File: config.mk
export PLATFORM = sky130hd
export DESIGN_NAME = sosd_decoder
export DESIGN_NICKNAME = d
export VERILOG_FILES = /design/src/rtl/sosd_pkg.sv /design/src/rtl/sosd_in_stage.sv /design/src/rtl/sosd_map.sv /design/src/rtl/sosd_therm.sv /design/src/rtl/sosd_out_reg.sv /design/src/rtl/sosd_decoder.sv
export SDC_FILE = /design/constraint.sdc
export NUM_CORES = 1
export LEC_CHECK = 0
export BUFFER_PORTS_ARGS = -buffer_cell sky130_fd_sc_hd__buf_2
export CORE_MARGIN = 2
export CORE_UTILIZATION = 52
export DETAILED_ROUTE_END_ITERATION = 10
export GPL_TIMING_DRIVEN = 0
export PLACE_DENSITY = 0.78
export SYNTH_ARGS = -nofsm -noshare
export SYNTH_HDL_FRONTEND = slang
export SYNTH_SLANG_ARGS = --single-unit
File: constraint.sdc
create_clock -name clk -period 2.4 [get_ports clk]
set_clock_uncertainty 0.15 [all_clocks]
set_input_delay 0.48 -clock clk [delete_from_list [all_inputs] [get_ports clk]]
set_output_delay 0.48 -clock clk [all_outputs]
set_load 0.03 [all_outputs]
File: src/rtl/sosd_pkg.sv
package sosd_pkg;
  localparam int SOSD_DATA_W = 16;
  localparam int SOSD_FINE_W = 11;
endpackage

File: src/rtl/sosd_in_stage.sv
module sosd_in_stage #(
  parameter int DATA_W = 16
) (
  input  logic              clk,
  input  logic              rst_n,
  input  logic              in_valid,
  output logic              in_ready,
  input  logic [DATA_W-1:0] in_data,
  input  logic              load_i,
  output logic [DATA_W-1:0] hold_o
);
  logic              pend_q;
  logic [DATA_W-1:0] hold_q;
  logic              take;

  assign in_ready = !pend_q || load_i;
  assign take     = in_valid && in_ready;
  assign hold_o   = hold_q;

  always_ff @(posedge clk or negedge rst_n) begin
    if (!rst_n) begin
      pend_q <= 1'b0;
      hold_q <= '0;
    end else begin
      if (take) begin
        hold_q <= in_data;
        pend_q <= 1'b1;
      end else if (load_i) begin
        pend_q <= 1'b0;
      end
    end
  end

  AST_PEND_BLOCKS: assert property (@(posedge clk) disable iff (!rst_n)
    (take && !load_i) |=> !in_ready || load_i);
endmodule

File: src/rtl/sosd_map.sv
module sosd_map #(
  parameter int DATA_W   = 16,
  parameter int FINE_W   = 11,
  localparam int COARSE_W = DATA_W - FINE_W
) (
  input  logic [DATA_W-1:0]   sample_i,
  output logic [COARSE_W-1:0] coarse_o,
  output logic [FINE_W-1:0]   fine_o
);
  localparam logic [DATA_W-1:0] SIGN_FLIP = DATA_W'(1) << (DATA_W - 1);
  localparam logic [DATA_W:0]   HALF_SEG  = (DATA_W + 1)'(1) << (FINE_W - 1);

  logic [DATA_W-1:0] offs;
  logic [DATA_W:0]   sum;
  logic [DATA_W-1:0] lvl;

  always_comb begin
    offs = sample_i ^ SIGN_FLIP;
    sum  = {1'b0, offs} + HALF_SEG;
    lvl  = sum[DATA_W] ? '1 : sum[DATA_W-1:0];
  end

  assign coarse_o = lvl[DATA_W-1:FINE_W];
  assign fine_o   = lvl[FINE_W-1:0];
endmodule

File: src/rtl/sosd_therm.sv
module sosd_therm #(
  parameter int COARSE_W = 5,
  localparam int SRC_N   = 1 << COARSE_W
) (
  input  logic [COARSE_W-1:0] coarse_i,
  output logic [SRC_N-1:0]    therm_o
);
  for (genvar k = 0; k < SRC_N; k++) begin : g_src
    assign therm_o[k] = (int'(coarse_i) > k);
  end
endmodule

File: src/rtl/sosd_out_reg.sv
module sosd_out_reg #(
  parameter int COARSE_W = 5,
  parameter int FINE_W   = 11,
  localparam int SRC_N   = 1 << COARSE_W
) (
  input  logic                clk,
  input  logic                rst_n,
  input  logic                load_i,
  input  logic [COARSE_W-1:0] coarse_d,
  input  logic [SRC_N-1:0]    therm_d,
  input  logic [FINE_W-1:0]   fine_d,
  input  logic [COARSE_W-1:0] coarse_rst,
  input  logic [SRC_N-1:0]    therm_rst,
  input  logic [FINE_W-1:0]   fine_rst,
  output logic [COARSE_W-1:0] coarse_q,
  output logic [SRC_N-1:0]    therm_q,
  output logic [FINE_W-1:0]   fine_q
);
  always_ff @(posedge clk or negedge rst_n) begin
    if (!rst_n) begin
      coarse_q <= coarse_rst;
      therm_q  <= therm_rst;
      fine_q   <= fine_rst;
    end else if (load_i) begin
      coarse_q <= coarse_d;
      therm_q  <= therm_d;
      fine_q   <= fine_d;
    end
  end

  AST_HOLD_WITHOUT_LOAD: assert property (@(posedge clk) disable iff (!rst_n)
    !load_i |=> $stable(coarse_q) && $stable(therm_q) && $stable(fine_q));
  AST_THERM_COUNT: assert property (@(posedge clk) disable iff (!rst_n)
    $countones(therm_q) == int'(coarse_q));
  AST_THERM_CONTIG: assert property (@(posedge clk) disable iff (!rst_n)
    ((therm_q + SRC_N'(1)) & therm_q) == '0);
endmodule

File: src/rtl/sosd_decoder.sv
module sosd_decoder
  import sosd_pkg::*;
#(
  parameter int DATA_W   = SOSD_DATA_W,
  parameter int FINE_W   = SOSD_FINE_W,
  localparam int COARSE_W = DATA_W - FINE_W,
  localparam int SRC_N    = 1 << COARSE_W
) (
  input  logic                clk,
  input  logic                rst_n,
  input  logic                in_valid,
  output logic                in_ready,
  input  logic [DATA_W-1:0]   in_data,
  input  logic                load,
  output logic [COARSE_W-1:0] coarse_o,
  output logic [SRC_N-1:0]    therm_o,
  output logic [FINE_W-1:0]   fine_o
);
  logic [DATA_W-1:0]   held;
  logic [COARSE_W-1:0] coarse_d, coarse_z;
  logic [FINE_W-1:0]   fine_d, fine_z;
  logic [SRC_N-1:0]    therm_d, therm_z;

  sosd_in_stage #(.DATA_W(DATA_W)) u_in (
    .clk(clk), .rst_n(rst_n), .in_valid(in_valid), .in_ready(in_ready),
    .in_data(in_data), .load_i(load), .hold_o(held)
  );

  sosd_map #(.DATA_W(DATA_W), .FINE_W(FINE_W)) u_map (
    .sample_i(held), .coarse_o(coarse_d), .fine_o(fine_d)
  );

  sosd_therm #(.COARSE_W(COARSE_W)) u_therm (
    .coarse_i(coarse_d), .therm_o(therm_d)
  );

  sosd_map #(.DATA_W(DATA_W), .FINE_W(FINE_W)) u_map_zero (
    .sample_i('0), .coarse_o(coarse_z), .fine_o(fine_z)
  );

  sosd_therm #(.COARSE_W(COARSE_W)) u_therm_zero (
    .coarse_i(coarse_z), .therm_o(therm_z)
  );

  sosd_out_reg #(.COARSE_W(COARSE_W), .FINE_W(FINE_W)) u_out (
    .clk(clk), .rst_n(rst_n), .load_i(load),
    .coarse_d(coarse_d), .therm_d(therm_d), .fine_d(fine_d),
    .coarse_rst(coarse_z), .therm_rst(therm_z), .fine_rst(fine_z),
    .coarse_q(coarse_o), .therm_q(therm_o), .fine_q(fine_o)
  );

  AST_SAT_TOP: assert property (@(posedge clk) disable iff (!rst_n)
    (load && !held[DATA_W-1] && (&held[DATA_W-2:FINE_W-1]))
      |=> (&coarse_o) && (&fine_o));
  AST_BOTTOM: assert property (@(posedge clk) disable iff (!rst_n)
    (load && held == (DATA_W'(1) << (DATA_W - 1)))
      |=> coarse_o == '0 && therm_o == '0);
endmodule

==> flow_summary.ini, run 1 <==
[critical_path]
timing.setup.critical_path_class = reg -> reg
cpMaxStageDelayCell = o2bb2ai_1
endpoint_kind = flip-flop
required_ns = 2.50
cp-start-kind = flip-flop
worstPathArrival_ns = 2.31
path_max_fanout = 10
cp_slowest_stage_delay_ns = 0.58
crit_path_cell_trace = ha_1 > clkbuf_8 > nand2_1 > o2bb2ai_1 > nand3_1 > a31oi_1

[sta]
finalSetupViolations = 0
rsz0062_at_grt = false
fmax_ghz = 0.453
worst_slack_ns = 0.192
timing.hold.ws_ns = 0.0850
maxSlewViolCount = 0
period_needed_ns = 2.21
slew_headroom = 0.490
hold_viol = 0
min_period_over_period = 0.920
setup-tns-final_ns = 0
worst_pin_slew_ns = 0.765

[status]
status = complete, no violations

[clocking]
post_cts_buffers = 0
cts_resized = 0
holdBufCountCts = 0
cts_max_level = 3
root_buffer = clkbuf_8
clkSlewWorstSetupHoldPaths_ns = 0.06
cts_tree = yes
clockBufferDepth = 2
clk_latency_ns = 0.33
cts_inserted_buffers = 9
cts.sinks = 64

[layout]
num_antenna_cells = 0
post-route-util = 0.639
layout.nets = 334
final_cells = 389
seq_area_sq_um = 1620
fillers = 447
layout-drive-gt1-share = 0.451
multi_input_area_sq_um = 1060
area_growth_pct = 20.7

[placed_design]
dp_hpwl_um = 4310
io_buffers = 66
placed_cells = 374
gp_congestion = 0.846
pre_cts_ws_ns = 0.242

[yosys]
yosys_warnings = 0
ys_async_sr_fraction = 1.00
synthAdderAreaFrac = 0.00435
synth_cells = 236
synth_mux_area_frac = 0.0817
post-synth-top-area-cell = dfrtp_1
ys_ff_latch = 64
synth_top_family_by_area = compound AO/OA/AOI/OAI gates
synth_compound_area_frac = 0.175
synth.distinct_cells = 51
netlist.area_leader.share = 0.400
synthSimpleGateAreaFrac = 0.105
yosys_most_used_dff = dfrtp_1
seq_area_frac_synth = 0.564
netlist_area_sq_um = 2880
synth.most_common_cell = dfrtp_1
syn_nets = 257
synth_edf_count = 0
synth_xor_area_frac = 0.00304
synth_area_leaders = dfrtp_1 40%, dfstp_2 16%, mux2_2 7.8%
syn_area_per_cell_sq_um = 12.2
synth_common_cells = 46 x dfrtp_1, 20 x mux2_2, 18 x dfstp_2

[detailed_routing]
routed_wl_um = 6090
ant_nets = 0
num_vias = 2144
route.detailed.drc = 0
wl_per_cell_um = 15.7
drt_iter0_markers = 84
drtPass1Iterations = 4
viasPerCell = 5.51

[power]
p_comb_frac = 0.321
irDropWorstVdd_mv = 0.542
power.leakage_nw = 1.54
p_clk_frac = 0.245
seqPwrFrac = 0.434
power_switching_w = 0.00117
p_int_w = 0.00209
power.density_nw_per_um2 = 940
p_sw_frac = 0.359

[floorplanning]
die_height_um = 78.4
initial_core_util = 0.529
core-area_sq_um = 5440
ios = 69
num_rows = 27
dieArea_sq_um = 6150
fp.dieW_um = 78.4

[grt]
grt_pass1_vias = 2173
grt_max_degree = 65
grt_overflow = 0
track_usage = 0.218
antenna_found_initial = 0
grt_pass1_wl_um = 10400

[flow_run]
drv_cap = 0

[hold_path]
hp-class = in -> async
-- path summary, 6_finish.rpt --
kind | cells after the start | slack, ns | to | start
worst max register to register | 6 | 0.19 | u_out.therm_q[14] | u_in.hold_o[10]
min in group clk | 2 | 0.22 | u_in.pend_q | in_valid
worst max-delay path | 6 | 0.19 | u_out.therm_q[14] | u_in.hold_o[10]
worst min-delay path | 1 | 0.08 | u_out.therm_q[29] | rst_n
max in group asynchronous | 1 | 1.52 | u_out.therm_q[24] | rst_n
worst min register to register | 2 | 0.32 | u_out.therm_q[15] | u_out.therm_q[15]
-- power groups by stage --
| stage | Combinational [W] | Sequential [W] | Clock [W] |
|---|---|---|---|
| 2_1_floorplan | 0.000454 | 0.00173 | 0 |
| 3_3_place_gp | 0.00104 | 0.00142 | 0 |
| 3_5_place_dp | 0.00106 | 0.00144 | 0 |
| 4_1_cts | 0.00106 | 0.00142 | 0.000824 |
| 5_1_grt | 0.00113 | 0.00144 | 0.000871 |
| 6_report | 0.00105 | 0.00142 | 0.000800 |
-- flip-flops by register name, summed over array words and instances, names as in the netlist --
register,cells
u_in.hold_o,16
u_in.pend_q,1
u_out.coarse_q,5
u_out.fine_q,11
u_out.therm_q,31
-- layout by cell type, fill, tap and decap left out, types with 3 or more instances in the layout --
cell	n
buf_4	4
buf_2	69
o22a_1	14
clkbuf_1	7
nor2_1	12
o21a_1	3
o21ai_0	11
mux2_2	20
clkbuf_8	16
inv_1	7
nand2_1	10
o2bb2ai_1	12
a31oi_1	10
nor3_1	3
and2_1	4
dfstp_2	18
dfrtp_1	46
nand3_1	4
a21oi_1	7
-- critical path, delay by kind of cell, from the launching register on --
kind                       cells  cell delay, ns
adders and majority gates      1            0.28
and+or+nand+nor                2            0.25
AOI/OAI and AO/OA              2            0.79
buffers and inverters          1            0.20
DFF                            1            0.47
-- cell type report --
cell class	count	share of cell area
Clock inverter	3	0.00504
Tap cell	72	0.0259
Inverter	7	0.00756
Timing Repair Buffer	66	0.0958
Sequential cell	64	0.467
Multi-Input combinational cell	144	0.306
Clock buffer	12	0.0447
Buffer	21	0.0472
-- logic make-up (layout without fill, tap and decap cells) --
kind of cell | Yosys count | after routing
compound gates | 68 | 68
flops | 64 | 64
simple gates | 52 | 52
buf+inv | 28 | 109
mux | 21 | 21
fa+ha+maj | 1 | 1
other cells | 1 | 1
xor+xnor | 1 | 1
-- metrics by stage --
| stage | total power [W] | cell area (sq um) |
|---|---|---|
| finish | 0.00326 | 3470 |
| global route | 0.00345 | 3470 |
| CTS | 0.00330 | 3470 |
| detailed placement | 0.00249 | 3300 |
| global placement | 0.00246 | 3300 |
| floorplan | 0.00218 | 2880 |
-- per-layer routing --
| metal | vias up | GRT usage | wire [um] | part of all wire |
|---|---|---|---|---|
| li1 | 1012 | - | - | - |
| met1 | 1041 | 0.282 | 2710 | 0.44 |
| met3 | 12 | 0.0529 | 369 | 0.061 |
| met4 | 0 | 0.102 | 105 | 0.017 |
| met2 | 79 | 0.349 | 2910 | 0.48 |
| met5 | - | 0 | 0 | 0 |
(Power assumes the default switching activity.)
==> inputs of run 2 (changes only) <==
--- a/config.mk
+++ b/config.mk
@@ -7,10 +7,10 @@
 export LEC_CHECK = 0
 export BUFFER_PORTS_ARGS = -buffer_cell sky130_fd_sc_hd__buf_2
 export CORE_MARGIN = 2
-export CORE_UTILIZATION = 52
+export CORE_UTILIZATION = 53
 export DETAILED_ROUTE_END_ITERATION = 10
 export GPL_TIMING_DRIVEN = 0
-export PLACE_DENSITY = 0.78
+export PLACE_DENSITY = 0.79
 export SYNTH_ARGS = -nofsm -noshare
 export SYNTH_HDL_FRONTEND = slang
 export SYNTH_SLANG_ARGS = --single-unit
==> run 2 against run 1 <==
Fmax is 3.5% higher. Critical path depth stayed put. Final area is 0.58% higher. First-iteration DRC count is 57% higher. Utilization is 3.7 points higher. Sequential cell count stayed put. Critical endpoint is now u_out.therm_q[9].
==> flow_summary.ini, run 2 (synthesis gave the netlist of run 1 again) <==
[status]
status = complete, no violations

[layout]
top_register = u_out.therm_q
layout.nets = 334
num_antenna_cells = 0
largest_reg_flops = 31
layout_common_cells = 69 x buf_2, 46 x dfrtp_1, 20 x mux2_2
final_common_cell = buf_2
area_growth_pct = 21.4
layout-drive-gt1-share = 0.456

[grt]
antenna_found_initial = 0
grtUsageMet1 = 0.304
grt_overflow = 0
grt_pass1_wl_um = 10400
use_met3 = 0.0570
grt_pass1_vias = 2037
grt_max_degree = 65
grt_busiest_layer = met2
met2_usage = 0.341
track_usage = 0.221

[critical_path]
required_ns = 2.48
timing.setup.critical_path_class = reg -> reg
cp-start-kind = flip-flop
cp_slowest_stage_delay_ns = 0.56
endpoint_kind = flip-flop
path_max_fanout = 10
cpMaxStageDelayCell = o41ai_1
crit_path_cell_trace = ha_1 > clkbuf_8 > o21ai_0 > a31oi_1 > o41ai_1 > o21ai_0
worstPathArrival_ns = 2.21
crit_top_cell = o21ai_0

[placed_design]
io_buffers = 66
dp_hpwl_um = 4270
pre_cts_ws_ns = 0.317
gp_congestion = 0.832

[clocking]
cts.sinks = 64
cts_tree = yes
clkSlewWorstSetupHoldPaths_ns = 0.07
clk_latency_ns = 0.33
clockBufferDepth = 2
post_cts_buffers = 0
holdBufCountCts = 0
root_buffer = clkbuf_8
cts_max_level = 3
cts_resized = 0
cts_inserted_buffers = 9

[sta]
finalSetupViolations = 0
min_period_over_period = 0.889
fmax_ghz = 0.469
slew_headroom = 0.481
worst_pin_slew_ns = 0.778
period_needed_ns = 2.13
worst_slack_ns = 0.267
hold_viol = 0
setup-tns-final_ns = 0
maxSlewViolCount = 0
timing.hold.ws_ns = 0.0724
rsz0062_at_grt = false

[floorplanning]
initial_core_util = 0.557
dieArea_sq_um = 6040
num_rows = 26
ios = 69
fp.dieW_um = 77.7
die_height_um = 77.7
core-area_sq_um = 5170

[detailed_routing]
drt_iter0_markers = 132
drtPass1Iterations = 5
viasPerCell = 5.46
route.detailed.drc = 0
wl_per_cell_um = 16.0
routed_wl_um = 6200
num_vias = 2117
ant_nets = 0

[hold_path]
hp-class = in -> async

[power]
irDropWorstVdd_mv = 0.521
power.density_nw_per_um2 = 965
power.leakage_nw = 1.54

[flow_run]
drv_cap = 0
## run 2: changes by cell type in the layout (fill, tap and decap cells not counted), sizes merged
cell      before  now
clkinvlp       1    3
bufinv         0    1
inv            7    8
clkbuf        24   21
## run 2: layout make-up
class	count	area, sq um
multi-input cells	144	1060
flip-flops and latches	64	1620
inverters	7	26.3
well taps	70	87.6
repair buffers	66	333
plain buffers	21	164
fillers	418	1680
clock inverters	7	71.3
clock buffers	9	124
## run 2: worst max-delay path, delay by kind of cell, from the launching register on
kind            cells  cell delay, ns
compound gates      4            0.94
fa+ha+maj           1            0.29
buf+inv             1            0.18
flops               1            0.47
## run 2: through the flow
| step | cells | instance area, sq um | total power [W] | util |
|---|---|---|---|---|
| global placement | 372 | 3300 | 0.00247 | 0.637 |
| finish | 388 | 3490 | 0.00337 | 0.676 |
| CTS | 388 | 3490 | 0.00340 | 0.675 |
| floorplan | 236 | 2880 | 0.00218 | - |
| detailed placement | 372 | 3300 | 0.00249 | 0.637 |
| global route | 388 | 3490 | 0.00355 | 0.676 |
## run 2: path summary, 6_finish.rpt
| path | startpoint | end | slack (ns) | cells past startpoint |
|---|---|---|---|---|
| max | u_in.hold_o[10] | u_out.therm_q[9] | 0.27 | 6 |
| min in group clk | in_valid | u_in.pend_q | 0.21 | 2 |
| min | rst_n | u_out.therm_q[28] | 0.07 | 1 |
| min reg2reg | u_out.coarse_q[4] | u_out.coarse_q[4] | 0.32 | 2 |
| max reg2reg | u_in.hold_o[10] | u_out.therm_q[9] | 0.27 | 6 |
| max in group asynchronous | rst_n | u_in.hold_o[15] | 1.51 | 1 |
## run 2: routing by layer
metal / wire length, um / up-vias
met4: 82 / 0
met1: 2770 / 1011
met5: 0 / -
li1: - / 1017
met3: 436 / 8
met2: 2910 / 81
## run 2: report_power, final
| part | internal [W] | switching (W) | leakage, nW |
|---|---|---|---|
| Clock | 0.000479 | 0.000427 | 0.0916 |
| Combinational | 0.000367 | 0.000681 | 0.713 |
| Sequential | 0.00130 | 0.000114 | 0.738 |
==> inputs of run 3 (changes only) <==
--- a/config.mk
+++ b/config.mk
@@ -5,12 +5,13 @@
 export SDC_FILE = /design/constraint.sdc
 export NUM_CORES = 1
 export LEC_CHECK = 0
+export ABC_AREA = 0
 export BUFFER_PORTS_ARGS = -buffer_cell sky130_fd_sc_hd__buf_2
 export CORE_MARGIN = 2
 export CORE_UTILIZATION = 53
 export DETAILED_ROUTE_END_ITERATION = 10
 export GPL_TIMING_DRIVEN = 0
-export PLACE_DENSITY = 0.79
+export PLACE_DENSITY_LB_ADDON = 0.08
 export SYNTH_ARGS = -nofsm -noshare
 export SYNTH_HDL_FRONTEND = slang
 export SYNTH_SLANG_ARGS = --single-unit
==> run 3 against run 2 <==
Hold slack better by 0.0035 ns. First-iteration DRC count increased by 6.8%. Wire length grew 0.55%. Via count rose by 1.0%. Sequential power about the same. Worst setup slack got worse by 0.016 ns. Utilization increased by 0.48 points. Global-route usage down 0.29 points. Fmax decreased by 0.75%. Final area grew 0.72%. Sequential share of layout area decreased by 0.33 points. Critical endpoint is now u_out.fine_q[10].
==> flow_summary.ini, run 3 (synthesis gave the netlist of run 1 again) <==
[status]
status = complete, no violations

[floorplanning]
ios = 69
fp.dieW_um = 77.7
core-area_sq_um = 5170
num_rows = 26
die_height_um = 77.7
initial_core_util = 0.557
dieArea_sq_um = 6040

[layout]
layout.nets = 334
final_common_cell = buf_2
layout_common_cells = 69 x buf_2, 46 x dfrtp_1, 20 x mux2_2
num_antenna_cells = 0
largest_reg_flops = 31
area_growth_pct = 22.3
top_register = u_out.therm_q
layout-drive-gt1-share = 0.456

[clocking]
root_buffer = clkbuf_8
cts.sinks = 64
clk_latency_ns = 0.34
cts_inserted_buffers = 9
holdBufCountCts = 0
clockBufferDepth = 2
cts_resized = 0
clkSlewWorstSetupHoldPaths_ns = 0.07
cts_tree = yes
post_cts_buffers = 0
cts_max_level = 3

[critical_path]
required_ns = 2.51
rr_endpoint = u_out.fine_q[10]
crit_path_cell_trace = ha_1 > clkbuf_8 > nand2_1 > o21ai_0 > buf_2 > inv_1 > a21oi_1
reg2reg_slack_ns = 0.25
endpoint_kind = flip-flop
cpMaxStageDelayCell = dfrtp_1
cp_slowest_stage_delay_ns = 0.47
worstPathArrival_ns = 2.26
r2r_start = u_in.hold_o[10]
cp-start-kind = flip-flop
path_max_fanout = 10
crit_path_start = u_in.hold_o[10]
r2r_cells = 7
endpoint = u_out.fine_q[10]
timing.setup.critical_path_class = reg -> reg

[sta]
finalSetupViolations = 0
setup-tns-final_ns = 0
period_needed_ns = 2.15
maxSlewViolCount = 0
worst_pin_slew_ns = 0.801
fmax_ghz = 0.465
hold_viol = 0
rsz0062_at_grt = false
slew_headroom = 0.466
timing.hold.ws_ns = 0.0759
min_period_over_period = 0.895

[placed_design]
dp_hpwl_um = 4270
io_buffers = 66
gp_congestion = 0.817

[detailed_routing]
drtPass1Iterations = 4
viasPerCell = 5.51
num_vias = 2139
routed_wl_um = 6230
wl_per_cell_um = 16.1
route.detailed.drc = 0
ant_nets = 0
drt_iter0_markers = 141

[power]
power.density_nw_per_um2 = 987
seqPwrFrac = 0.407
irDropWorstVdd_mv = 0.552
power.leakage_nw = 1.55
p_clk_frac = 0.292
p_comb_frac = 0.302
power_switching_w = 0.00122
p_sw_frac = 0.351
p_int_w = 0.00225

[hold_path]
hp-class = in -> async

[grt]
grt_max_degree = 65
grt_overflow = 0
grt_pass1_vias = 2075
track_usage = 0.219
antenna_found_initial = 0
grt_pass1_wl_um = 10200

[flow_run]
drv_cap = 0
run 3: worst min-delay path by stage:
stage | cells after the start | endpoint | from | slack, ns
3_3_place_gp | 2 | u_out.therm_q[15] | u_out.therm_q[15] | 0.31
2_1_floorplan | 0 | u_in.hold_o[0] | rst_n | 0.03
5_1_grt | 1 | u_in.hold_o[15] | rst_n | 0.14
6_report | 1 | u_out.therm_q[19] | rst_n | 0.08
3_5_place_dp | 2 | u_out.coarse_q[4] | u_out.coarse_q[4] | 0.31
4_1_cts | 2 | u_in.pend_q | in_valid | 0.19
run 3: power by group through the flow:
stage | clock network [W] | logic [W] | registers [W]
after floorplan | 0 | 0.000454 | 0.00173
after global placement | 0 | 0.00104 | 0.00143
after detailed placement | 0 | 0.00105 | 0.00143
after CTS | 0.00104 | 0.00106 | 0.00142
after global routing | 0.00108 | 0.00112 | 0.00144
final | 0.00101 | 0.00105 | 0.00141
run 3: layout make-up:
type | instances | area, sq um
buffer | 21 | 164
clock buffer | 9 | 124
timing repair buffer | 66 | 333
fill | 431 | 1650
multi-input combinational | 144 | 1060
sequential | 64 | 1620
inverter | 7 | 26.3
clock inverter | 7 | 96.3
tap | 70 | 87.6
run 3: critical path: cells and delay by family (launching register included):
family,cells,cell delay [ns]
AOI/OAI and AO/OA,2,0.51
adders and majority gates,1,0.28
buffers and inverters,3,0.57
DFF,1,0.47
and+or+nand+nor,1,0.10
run 3: per-stage QoR:
step | std cells | power, W | worst slack (ns) | area [sq um] | util
floorplan | 236 | 0.00218 | 0.384 | 2880 | -
global placement | 372 | 0.00247 | 0.337 | 3300 | 0.637
detailed placement | 372 | 0.00249 | 0.296 | 3300 | 0.637
CTS | 388 | 0.00351 | 0.273 | 3520 | 0.680
global route | 388 | 0.00364 | 0.118 | 3520 | 0.680
finish | 388 | 0.00348 | 0.251 | 3520 | 0.680
run 3: routing by layer:
layer	wire length, um	vias to the layer above	track usage
met5	0	-	0
met4	75	0	0.102
met3	365	8	0.0419
met2	2990	75	0.339
met1	2810	1044	0.298
li1	-	1012	-
